### config.mk
export PLATFORM = sky130hd
export DESIGN_NAME = mxbus_seq
export DESIGN_NICKNAME = d
export VERILOG_FILES = /design/src/rtl/mxbus_pkg.sv /design/src/rtl/mxbus_rdy_sync.sv /design/src/rtl/mxbus_phase_fsm.sv /design/src/rtl/mxbus_drive.sv /design/src/rtl/mxbus_seq.sv
export SDC_FILE = /design/constraint.sdc
export NUM_CORES = 1
export LEC_CHECK = 0
export CAP_MARGIN = 20
export CORE_MARGIN = 2
export CORE_UTILIZATION = 30
export CTS_BUF_LIST = sky130_fd_sc_hd__clkbuf_2 sky130_fd_sc_hd__clkbuf_4 sky130_fd_sc_hd__clkbuf_8
export DETAILED_ROUTE_END_ITERATION = 16
export GPL_TIMING_DRIVEN = 1
export SLEW_MARGIN = 20
export SYNTH_ARGS = -nofsm -noshare
export SYNTH_HDL_FRONTEND = slang
export SYNTH_SLANG_ARGS = --single-unit
### constraint.sdc
create_clock -name clk -period 1.6 [get_ports clk]
set_input_delay 0.4 -clock clk [delete_from_list [all_inputs] [get_ports clk]]
set_output_delay 0.4 -clock clk [all_outputs]
set_load 0.02 [all_outputs]
### src/rtl/mxbus_pkg.sv
package mxbus_pkg;

    localparam int ADDR_W = 16;
    localparam int HALF_W = ADDR_W / 2;
    localparam int NPH    = 5;

    typedef enum logic [2:0] {
        PH_IDLE = 3'd0,
        PH_T1   = 3'd1,
        PH_T2   = 3'd2,
        PH_T3   = 3'd3,
        PH_TW   = 3'd4,
        PH_T4   = 3'd5
    } phase_e;

    typedef enum logic [1:0] {
        RGN_NONE  = 2'd0,
        RGN_LOWER = 2'd1,
        RGN_UPPER = 2'd2,
        RGN_RSVD  = 2'd3
    } region_e;

    typedef struct packed {
        logic [ADDR_W-1:0] addr;
        logic              is_byte;
        logic              is_refresh;
        region_e           region;
        logic              dis_lo;
        logic              dis_hi;
    } cyc_t;

    function automatic logic [NPH-1:0] phase_onehot(input phase_e p);
        logic [NPH-1:0] v;
        v = '0;
        case (p)
            PH_T1:   v[0] = 1'b1;
            PH_T2:   v[1] = 1'b1;
            PH_T3:   v[2] = 1'b1;
            PH_TW:   v[3] = 1'b1;
            PH_T4:   v[4] = 1'b1;
            default: v = '0;
        endcase
        return v;
    endfunction

    function automatic logic in_data_phase(input phase_e p);
        return (p == PH_T2) || (p == PH_T3) || (p == PH_TW) || (p == PH_T4);
    endfunction

endpackage

### src/rtl/mxbus_rdy_sync.sv
module mxbus_rdy_sync #(
    parameter int STAGES = 2
) (
    input  logic clk,
    input  logic rst,
    input  logic din,
    output logic dout
);
    logic [STAGES-1:0] chain;

    generate
        if (STAGES == 1) begin : g_single
            always_ff @(posedge clk) begin
                if (rst) chain <= '0;
                else     chain <= din;
            end
        end else begin : g_multi
            always_ff @(posedge clk) begin
                if (rst) chain <= '0;
                else     chain <= {chain[STAGES-2:0], din};
            end
        end
    endgenerate

    assign dout = chain[STAGES-1];

endmodule

### src/rtl/mxbus_phase_fsm.sv
module mxbus_phase_fsm
    import mxbus_pkg::*;
(
    input  logic   clk,
    input  logic   rst,
    input  logic   req,
    input  logic   bus_hold,
    input  logic   rdy,
    input  cyc_t   req_cyc,
    output phase_e state,
    output cyc_t   cyc
);
    phase_e state_nx;

    always_comb begin
        state_nx = state;
        case (state)
            PH_IDLE: if (req && !bus_hold) state_nx = PH_T1;
            PH_T1:   state_nx = PH_T2;
            PH_T2:   state_nx = PH_T3;
            PH_T3:   state_nx = rdy ? PH_T4 : PH_TW;
            PH_TW:   state_nx = rdy ? PH_T4 : PH_TW;
            PH_T4:   state_nx = PH_IDLE;
            default: state_nx = PH_IDLE;
        endcase
    end

    always_ff @(posedge clk) begin
        if (rst) begin
            state <= PH_IDLE;
            cyc   <= '0;
        end else begin
            state <= state_nx;
            if (state == PH_IDLE && req && !bus_hold)
                cyc <= req_cyc;
        end
    end

    AST_PHASE_ONEHOT: assert property (@(posedge clk) disable iff (rst)
        $onehot0(phase_onehot(state)));
    AST_T1_THEN_T2: assert property (@(posedge clk) disable iff (rst)
        (state == PH_T1) |=> (state == PH_T2));
    AST_T3_WAIT: assert property (@(posedge clk) disable iff (rst)
        (state == PH_T3 && !rdy) |=> (state == PH_TW));
    AST_TW_EXIT: assert property (@(posedge clk) disable iff (rst)
        (state == PH_TW && rdy) |=> (state == PH_T4));
    AST_ADDR_STABLE: assert property (@(posedge clk) disable iff (rst)
        (state != PH_IDLE && state != PH_T1) |-> $stable(cyc.addr));

endmodule

### src/rtl/mxbus_drive.sv
module mxbus_drive
    import mxbus_pkg::*;
(
    input  phase_e              state,
    input  cyc_t                cyc,
    input  logic                strap_q,
    output logic                bhe_n,
    output logic                bhe_oe,
    output logic [ADDR_W-1:0]   ad_out,
    output logic                ad_oe_hi,
    output logic                ad_oe_lo
);
    logic suppress;
    logic enc_bhe_n;

    always_comb begin
        suppress = strap_q && !cyc.is_refresh &&
                   (((cyc.region == RGN_LOWER) && cyc.dis_lo) ||
                    ((cyc.region == RGN_UPPER) && cyc.dis_hi));
        if (cyc.is_refresh)   enc_bhe_n = 1'b1;
        else if (cyc.is_byte) enc_bhe_n = ~cyc.addr[0];
        else                  enc_bhe_n = 1'b0;
    end

    always_comb begin
        bhe_oe   = (state == PH_T1) || (state == PH_T2) ||
                   (state == PH_T3) || (state == PH_TW);
        bhe_n    = bhe_oe ? enc_bhe_n : 1'b1;
        ad_out   = '0;
        ad_oe_hi = 1'b0;
        ad_oe_lo = 1'b0;
        if (state == PH_T1) begin
            if (cyc.is_refresh) begin
                ad_out   = '1;
                ad_oe_hi = 1'b1;
                ad_oe_lo = 1'b1;
            end else begin
                ad_out   = {cyc.addr[ADDR_W-1:1], cyc.is_byte & cyc.addr[0]};
                ad_oe_hi = !suppress;
                ad_oe_lo = !suppress;
            end
        end else if (in_data_phase(state) && cyc.is_byte && !cyc.is_refresh) begin
            ad_out[ADDR_W-1:HALF_W] = cyc.addr[ADDR_W-1:HALF_W];
            ad_oe_hi                = 1'b1;
        end
    end

endmodule

### src/rtl/mxbus_seq.sv
module mxbus_seq
    import mxbus_pkg::*;
#(
    parameter int SYNC_STAGES = 2
) (
    input  logic              clk,
    input  logic              rst,
    input  logic              addr_strap,
    input  logic              req,
    input  logic [ADDR_W-1:0] req_addr,
    input  logic              req_byte,
    input  logic              req_refresh,
    input  logic [1:0]        req_region,
    input  logic              dis_addr_lo,
    input  logic              dis_addr_hi,
    input  logic              bus_hold,
    input  logic              srdy,
    input  logic              ardy,
    output logic [NPH-1:0]    phase,
    output logic              bhe_n,
    output logic              bhe_oe,
    output logic [ADDR_W-1:0] ad_out,
    output logic              ad_oe_hi,
    output logic              ad_oe_lo,
    output logic [ADDR_W-1:0] lat_addr,
    output logic              done
);
    logic   strap_q;
    logic   ardy_s;
    logic   rdy;
    cyc_t   req_cyc;
    cyc_t   cyc;
    phase_e state;

    always_ff @(posedge clk) begin
        if (rst) strap_q <= addr_strap;
    end

    mxbus_rdy_sync #(.STAGES(SYNC_STAGES)) u_sync (
        .clk  (clk),
        .rst  (rst),
        .din  (ardy),
        .dout (ardy_s)
    );

    assign rdy = srdy | ardy_s;

    always_comb begin
        req_cyc.addr       = req_addr;
        req_cyc.is_byte    = req_byte;
        req_cyc.is_refresh = req_refresh;
        req_cyc.region     = region_e'(req_region);
        req_cyc.dis_lo     = dis_addr_lo;
        req_cyc.dis_hi     = dis_addr_hi;
    end

    mxbus_phase_fsm u_fsm (
        .clk      (clk),
        .rst      (rst),
        .req      (req),
        .bus_hold (bus_hold),
        .rdy      (rdy),
        .req_cyc  (req_cyc),
        .state    (state),
        .cyc      (cyc)
    );

    mxbus_drive u_drive (
        .state    (state),
        .cyc      (cyc),
        .strap_q  (strap_q),
        .bhe_n    (bhe_n),
        .bhe_oe   (bhe_oe),
        .ad_out   (ad_out),
        .ad_oe_hi (ad_oe_hi),
        .ad_oe_lo (ad_oe_lo)
    );

    assign phase    = phase_onehot(state);
    assign lat_addr = cyc.addr;
    assign done     = (state == PH_T4);

    AST_BHE_FLOAT_T4: assert property (@(posedge clk) disable iff (rst)
        phase[4] |-> !bhe_oe);
    AST_REFRESH_ONES: assert property (@(posedge clk) disable iff (rst)
        (phase[0] && bhe_n && ad_out[0]) |-> (ad_out == '1 && ad_oe_lo));
    AST_DONE_IN_T4: assert property (@(posedge clk) disable iff (rst)
        done |-> (phase == 5'b10000));
    AST_HOLD_NOSTART: assert property (@(posedge clk) disable iff (rst)
        (phase == '0 && bus_hold) |=> (phase == '0));
    AST_IDLE_QUIET: assert property (@(posedge clk) disable iff (rst)
        (phase == '0) |-> (!ad_oe_hi && !ad_oe_lo && !bhe_oe));

endmodule

======== Word-level counts from Yosys, hierarchy flattened ========
Index checks and enable logic that the tools add are counted.
storage, ports and cells
  register bits ........................... 28
  bits of input ports ..................... 29
  logic and storage cells ................. 60
operators by class
  equal/unequal tests ..................... 8
  mux-type cells .......................... 19
  bitwise logic cells ..................... 3
  reduce and logical (&&, ||, !) cells .... 21
operators by type and width
  operator                                                          count
  8-bit 2-to-1 mux                                                  3
  16-bit 2-to-1 mux                                                 1
  1-bit 2-to-1 mux                                                  13
  3-bit one-hot mux with 4 select lines                             1
  1-bit logical AND                                                 9
  1-bit logical OR                                                  7
  3-bit by 2-bit == test with 1-bit output (second input constant)  2
  3-bit == test (second input constant)                             2
  3-bit by 1-bit == test with 1-bit output (second input constant)  1
  1-bit logical NOT                                                 3
  3-bit logical NOT                                                 1
  3-bit 2-to-1 mux                                                  1
  2-bit by 1-bit == test with 1-bit output (second input constant)  1
  2-bit == test (second input constant)                             1
  2-bit by 1-bit != test with 1-bit output (second input constant)  1
  2-bit OR reduction                                                1
  1-bit bitwise AND                                                 1
  1-bit NOT                                                         1
  1-bit OR                                                          1

======== Longest topological paths before layout ========
Gate-level depths: netlist of run 1.
  depth in word-level cells ............... 8
  depth in mapped cells ................... 6
  mapped depth without buffers ............ 5

======== Hierarchy ========
Synthesis of run 1 repeated with hierarchy kept, for this count alone.
second synthesis, totals
  cells, all modules ...................... 175
  area, all modules ....................... 1547.7 µm²
by module, submodules not included
  module           instances  cells an instance  area an instance (µm²)  sequential area each (µm²)
  mxbus_phase_fsm  1          112                1144.8                  500.5
  mxbus_drive      1          51                 264.0                   0.0
  mxbus_seq        1          8                  86.3                    30.0
  mxbus_rdy_sync   1          4                  52.6                    40.0

======== Worst setup path after synthesis of run 1 ========
Ideal clock, no wire load.
  path type ............................... reg2out
  from .................................... register u_fsm.state[1]
  to ...................................... output port ad_oe_hi
  data arrival time ....................... 1.378 ns
  data required time ...................... 1.200 ns
  setup slack ............................. -0.178 ns
  stages on the path, launching flop included .. 6
  path buffers ............................ 2
  cells stage by stage .................... dfxtp_1 -> buf_4 -> and2b_2 -> nand2b_1 -> buf_2 -> o21ai_0
between the ends
  word-level cells in the longest chain between the ends .. 8
  elaborated cells between the ends (all ways) .. 12
  those cells by class .................... 5 x eq/ne; 2 x mux; 5 x reduce/logical
ends and longest elaborated chain
  item                                      RTL line               source
  start: declaration                        mxbus_phase_fsm.sv:10  output phase_e state,
  start signal: assignment                  mxbus_phase_fsm.sv:33  state <= state_nx;
  3-bit by 2-bit == test with 1-bit output  mxbus_pkg.sv:47        return (p == PH_T2) || (p == PH_T3) || (p == PH_TW) || (p == PH_T4);
  1-bit logical OR (3 in a row)             mxbus_pkg.sv:47
  1-bit logical AND (2 in a row)            mxbus_drive.sv:42      end else if (in_data_phase(state) && cyc.is_byte && !cyc.is_refresh) begin
  1-bit 2-to-1 mux                          mxbus_drive.sv:42
  1-bit 2-to-1 mux *                        mxbus_drive.sv:32      if (state == PH_T1) begin
  end: declaration                          mxbus_seq.sv:23        output logic ad_oe_hi,
Mark *: on every way between the ends. The rest lies on a longest branch, timed or not.

======== Worst setup path in the final report of run 1 ========
  from .................................... register u_fsm.state[1]
  to ...................................... output port ad_out[8]
between the ends
  word-level cells in the longest chain between the ends .. 8
  elaborated cells between the ends (all ways) .. 12
  those cells by class .................... 5 x eq/ne; 2 x mux; 5 x reduce/logical
ends and longest elaborated chain
  item                                      RTL line           source
  3-bit by 2-bit == test with 1-bit output  mxbus_pkg.sv:47
  1-bit logical OR (3 in a row)             mxbus_pkg.sv:47
  1-bit logical AND (2 in a row)            mxbus_drive.sv:42
  8-bit 2-to-1 mux                          mxbus_drive.sv:42
  8-bit 2-to-1 mux *                        mxbus_drive.sv:32
  end: declaration                          mxbus_seq.sv:22    output logic [ADDR_W-1:0] ad_out,
Marked as above.

==> flow_summary.ini, run 1 <==
[worst_hold_path]
holdPathStages = 1
hold_class = reg2reg
holdPathEnd = u_sync.chain[1]
holdCritStartpoint = u_sync.chain[0]

[layout]
areaGrowthSynthToFinish_pct = 55.3
drive_above_1_share_pct = 32.5
final_cell_area_um2 = 2620
finalNonFillerCells = 337
fillerInstances = 561
diodes = 0
final_nets = 295

[floorplanning]
boundaryPins = 71
die_x_um = 78.9
rows = 27
die-area_um2 = 6230
die_h_um = 78.9
fp.coreArea_um2 = 5470
start_util_pct = 30.8

[synthesis]
syn_nets = 223
ys.flop_type = dfxtp_1
synthCells = 194
synthDistinctLibCells = 35
yosysTopAreaCell = dfxtp_1
synth_top_area_share_pct = 32.1
async_reset_ff_share_pct = 0
netlist_top_cells_count = 47 x nand2b_1, 27 x dfxtp_1, 25 x nor2_1
yosysSeqAreaShare_pct = 33.9
avgSynthCellArea_um2 = 8.68
synth_seq_cells = 28
syn_area_um2 = 1680
synthTopCellsByArea = dfxtp_1 32%, nand2b_1 17%, mux2i_1 13%
yosysMostFrequentCell = nand2b_1
synth_edf_count = 1
yosys_warnings = 0

[sta]
tightest_slew_ps = 444
setup_viol = 25
min_period_ps = 1840
rsz0062_at_grt = yes
slew_headroom_pct = 69.7
final-hold-violation-count = 0
drv_slew = 0
finalClockSkew_ps = 3.09
clock.fmax_ghz = 0.543
timing.final.crit_share_pct = 115
worst_slack_ps = -241

[routing]
drcViolationCount = 0
initialDrtViolationCount = 52
ant_nets = 0
viasPerCell = 4.27
dr_total_vias = 1439
routed_wl_um = 4140
routedWlPerCell_um = 12.3
first_pass_iters = 4

[grt]
grt_pass1_vias = 1404
grt_start_max_net_pins = 51
gr-usage-all-layers_pct = 13.3
grt_overflow = 0
grt_pass1_wl_um = 6600
antenna_found_initial = 0

[power]
combPwrFrac_pct = 31.6
power_density_nw_per_um2 = 749
sw_frac_of_total_pct = 28.3
p_int_uw = 1400
peakVddDrop_mv = 0.492
p_sw_uw = 555
leakage_uw = 0.00111
pwr-share-clk_pct = 28.8
seqPwrFrac_pct = 39.6

[run]
drv_cap = 0

[worst_setup_path]
rr_endpoint = u_fsm.cyc[18]
crit_required_ps = 1200
critPathKind = reg2out
worstPathArrival_ps = 1440
cp.buffers_inverters = 2
crit_chain = and2b_2, o21bai_2, buf_6, a21oi_1, buf_4
end_kind = output pin
crit_fanout = 8
cp_top_family = flip-flops
cpMaxStageDelayCell = dfxtp_2
reg2regPathDepth = 6
critPathLaunchType = flip-flop
cpPeakStageDelay_ps = 360
r2r_start = u_fsm.state[1]
reg2reg_slack_ps = 110

[clock_network]
clk_latency_ps = 280
root_buffer = clkbuf_8
cts_tree = done
hold_buffers = 0
cts_buffer_depth = 2
cts-buffers-inserted = 3
htreeDepth = 1
clkTransAtPathRegs_ps = 100
cts.sinks = 28

[placed_design]
portBuffers = 70
gp_congestion = 0.779
placed_area_um2 = 2450
dp.cells = 327
place_hpwl_um = 2860

[status]
violations = negative setup slack
status = complete, but fails checks
==> per-stage QoR <==
stage	hold slack (ps)	util (%)	power [µW]	setup slack, ps	TNS (ps)
floorplan	414	-	1140	-26.3	-101
global placement	431	44.7	1380	-366	-7880
detailed placement	447	44.7	1380	-381	-8200
CTS	466	45.8	1960	-235	-4240
global route	479	47.8	2060	-297	-5390
finish	461	47.8	1960	-241	-4060
==> logic make-up (layout without fill, tap and decap cells) <==
logic type / count (synthesis) / count (layout) / synth area share [%]
compound gates: 20 / 20 / 7.65
simple gates: 88 / 88 / 30.2
mux: 22 / 22 / 13.1
xor+xnor: 2 / 2 / 1.04
buf+inv: 34 / 105 / 14.2
flops: 28 / 28 / 33.9
==> final cells by class <==
type,instances,area [µm²],share of cell area [%]
Tap cell,72,90.1,3.44
Multi-Input combinational cell,132,960,36.7
Inverter,4,15.0,0.574
Clock buffer,3,41.3,1.58
Sequential cell,28,578,22.1
Clock inverter,1,30.0,1.15
Timing Repair Buffer,97,901,34.4
==> routing by layer <==
layer / up-vias / track usage, % / part of all wire, %
met5: - / 0 / 0
met4: 0 / 2.59 / 0.60
met3: 2 / 4.09 / 6.7
met2: 41 / 22.1 / 46
met1: 641 / 17.2 / 46
li1: 755 / - / -
==> flip-flops by register name, summed over array words and instances (netlist names) <==
| name | cells |
|---|---|
| u_fsm.cyc | 22 |
| u_fsm.state | 3 |
| u_sync.chain | 2 |
| strap_q | 1 |
==> worst max path at each step <==
stage / from / to / slack [ps] / cells past startpoint
6_report: u_fsm.state[1] / ad_out[8] / -240 / 5
2_1_floorplan: u_fsm.state[1] / ad_oe_hi / -30 / 5
3_5_place_dp: u_fsm.state[1] / ad_oe_hi / -380 / 6
3_3_place_gp: u_fsm.state[1] / ad_oe_hi / -370 / 6
5_1_grt: u_fsm.state[1] / ad_out[8] / -300 / 5
4_1_cts: u_fsm.state[1] / ad_oe_hi / -230 / 6
==> power groups by stage <==
stage          combinational (µW)  clock [µW]  sequential, µW
2_1_floorplan                 350           0             786
3_3_place_gp                  589           0             792
3_5_place_dp                  591           0             792
4_1_cts                       589         592             776
5_1_grt                       665         610             783
6_report                      620         564             776
==> placed cells by master, fill, tap and decap left out, types with 2 or more instances in the layout <==
cell,instances
mux2i_1,22
nor2_4,4
clkdlybuf4s50_1,28
nand2b_1,46
o21ai_0,3
nor2b_1,2
buf_12,2
buf_4,34
and2b_2,2
clkbuf_8,3
inv_1,3
a21oi_2,6
a21oi_1,4
dlygate4sd2_1,16
nor2_1,20
nor2_2,2
buf_6,16
dfxtp_2,3
dfxtp_1,23
==> what timing repair did <==
action / CTS / global route
gates cloned: 0 / 0
resized for setup: 158 / 29
pin swaps: 2 / 0
setup endpoints to repair: 42 / 26
buffers inserted: 5 / 3
hold endpoints to repair: 0 / 0
Note: power is estimated with default switching activity, not from simulation.
==> run 2: changes to the inputs <==
--- a/config.mk
+++ b/config.mk
@@ -6,6 +6,7 @@
 export NUM_CORES = 1
 export LEC_CHECK = 0
 export CAP_MARGIN = 20
+export CORE_ASPECT_RATIO = 1.1
 export CORE_MARGIN = 2
 export CORE_UTILIZATION = 30
 export CTS_BUF_LIST = sky130_fd_sc_hd__clkbuf_2 sky130_fd_sc_hd__clkbuf_4 sky130_fd_sc_hd__clkbuf_8
==> flow_summary.ini, run 2 (synthesis gave the netlist of run 1 again) <==
[status]
status = complete, but fails checks
violations = negative setup slack

[sta]
tightest_slew_ps = 403
drv_slew = 0
worst_slack_ps = -248
finalClockSkew_ps = 2.71
setup_viol = 24
clock.fmax_ghz = 0.541
final-hold-violation-count = 0
min_period_ps = 1850
rsz0062_at_grt = yes
slew_headroom_pct = 72.8
timing.final.crit_share_pct = 116

[layout]
largest_register_ffs = 22
diodes = 0
drive_above_1_share_pct = 33.3
utilization_pct = 50.0
final_cell_area_um2 = 2700
areaGrowthSynthToFinish_pct = 60.2
final_nets = 300
largestRegisters = u_fsm.cyc x22, u_fsm.state x3, u_sync.chain x2
layout_common_cells = 46 x nand2b_1, 34 x buf_4, 28 x clkdlybuf4s50_1
final_common_cell = nand2b_1
regMostFlops = u_fsm.cyc

[floorplanning]
start_util_pct = 31.2
rows = 28
die_h_um = 82.6
die_x_um = 75.4
fp.coreArea_um2 = 5400
boundaryPins = 71
die-area_um2 = 6230

[power]
sw_frac_of_total_pct = 30.1
p_sw_uw = 572
pwr-share-clk_pct = 23.6
leakage_uw = 0.00115
peakVddDrop_mv = 0.387
seqPwrFrac_pct = 40.7
combPwrFrac_pct = 35.7
p_int_uw = 1330
power_density_nw_per_um2 = 704

[routing]
initialDrtViolationCount = 49
ant_nets = 0
routedWlPerCell_um = 13.1
dr_total_vias = 1495
viasPerCell = 4.33
first_pass_iters = 4
routed_wl_um = 4530
drcViolationCount = 0

[worst_hold_path]
hold_class = reg2reg

[grt]
grt_start_max_net_pins = 41
antenna_found_initial = 0
grt_overflow = 0
grt_pass1_vias = 1365
gr-usage-all-layers_pct = 13.7
grt_pass1_wl_um = 6620

[clock_network]
cts-buffers-inserted = 3
cts_tree = done
cts.sinks = 28
clkTransAtPathRegs_ps = 100
root_buffer = clkbuf_8
htreeDepth = 1
clk_latency_ps = 280
cts_buffer_depth = 2

[worst_setup_path]
critPathKind = reg2out
end_kind = output pin
critPathLaunchType = flip-flop
worstPathArrival_ps = 1450
crit_fanout = 3
crit_required_ps = 1200

[placed_design]
portBuffers = 70
placed_area_um2 = 2450
place_hpwl_um = 3010
gp_congestion = 0.774

[run]
drv_cap = 0
==> run 2: layout make-up <==
cell class | instances | area, µm²
inverter | 4 | 15.0
timing repair buffer | 102 | 981
clock buffer | 4 | 55.1
multi-input combinational | 132 | 973
fill | 572 | 2700
tap | 75 | 93.8
sequential | 28 | 579
==> run 2: worst max-delay path, stage by stage, from the launching register on <==
cell and delay, ps:
dfxtp_2 340, and2b_2 260, nand2b_4 90, inv_2 40, a32oi_1 160, o21ai_1 100
buf_4 180
==> run 2: repair_timing <==
action                     in CTS  in global routing
buffers inserted                7                  2
pin swaps                       3                  7
setup endpoints to repair      42                 48
gates resized for setup       163                 22
cloned                          0                  3
hold endpoints to repair        0                  0
hold buffers                    0                  0
==> run 2: power groups by stage <==
stage	clock network (µW)	logic, µW	registers (µW)
floorplan	0	350	786
global placement	0	588	791
detailed placement	0	592	791
CTS	465	613	774
global route	490	727	780
finish	448	677	774
==> run 2: worst paths after layout <==
path	slack, ps	startpoint	cells after the start	endpoint
setup reg to reg	0	u_fsm.state[1]	7	u_fsm.cyc[10]
setup / recovery	-250	u_fsm.state[1]	6	ad_oe_hi
hold / removal	460	u_sync.chain[0]	1	u_sync.chain[1]
hold reg to reg	460	u_sync.chain[0]	1	u_sync.chain[1]
==> run 2: layer usage <==
metal	share of wire, %	global-route usage (%)	up-vias
met5	0	0	-
met4	0.31	3.16	0
met3	4.7	2.06	2
met2	51	23.8	41
met1	44	17.6	688
li1	-	-	764
==> run 2: through the flow <==
stage | setup TNS [ps] | std cells | hold WS [ps] | setup WS (ps) | total power, µW
finish | -3460 | 345 | 461 | -248 | 1900
global route | -6010 | 345 | 486 | -310 | 2000
CTS | -3400 | 340 | 463 | -227 | 1850
detailed placement | -7920 | 330 | 446 | -409 | 1380
global placement | -7200 | 330 | 425 | -359 | 1380
floorplan | -101 | 194 | 414 | -26.3 | 1140
==> run 3: changes to the inputs <==
--- a/config.mk
+++ b/config.mk
@@ -5,11 +5,13 @@
 export SDC_FILE = /design/constraint.sdc
 export NUM_CORES = 1
 export LEC_CHECK = 0
+export ABC_CLOCK_PERIOD_IN_PS = 1600
 export CAP_MARGIN = 20
 export CORE_ASPECT_RATIO = 1.1
 export CORE_MARGIN = 2
 export CORE_UTILIZATION = 30
 export CTS_BUF_LIST = sky130_fd_sc_hd__clkbuf_2 sky130_fd_sc_hd__clkbuf_4 sky130_fd_sc_hd__clkbuf_8
+export CTS_CLUSTER_DIAMETER = 50
 export DETAILED_ROUTE_END_ITERATION = 16
 export GPL_TIMING_DRIVEN = 1
 export SLEW_MARGIN = 20
==> results of run 3 <==
The final DEF is identical to that of run 2; final timing and power are the same.
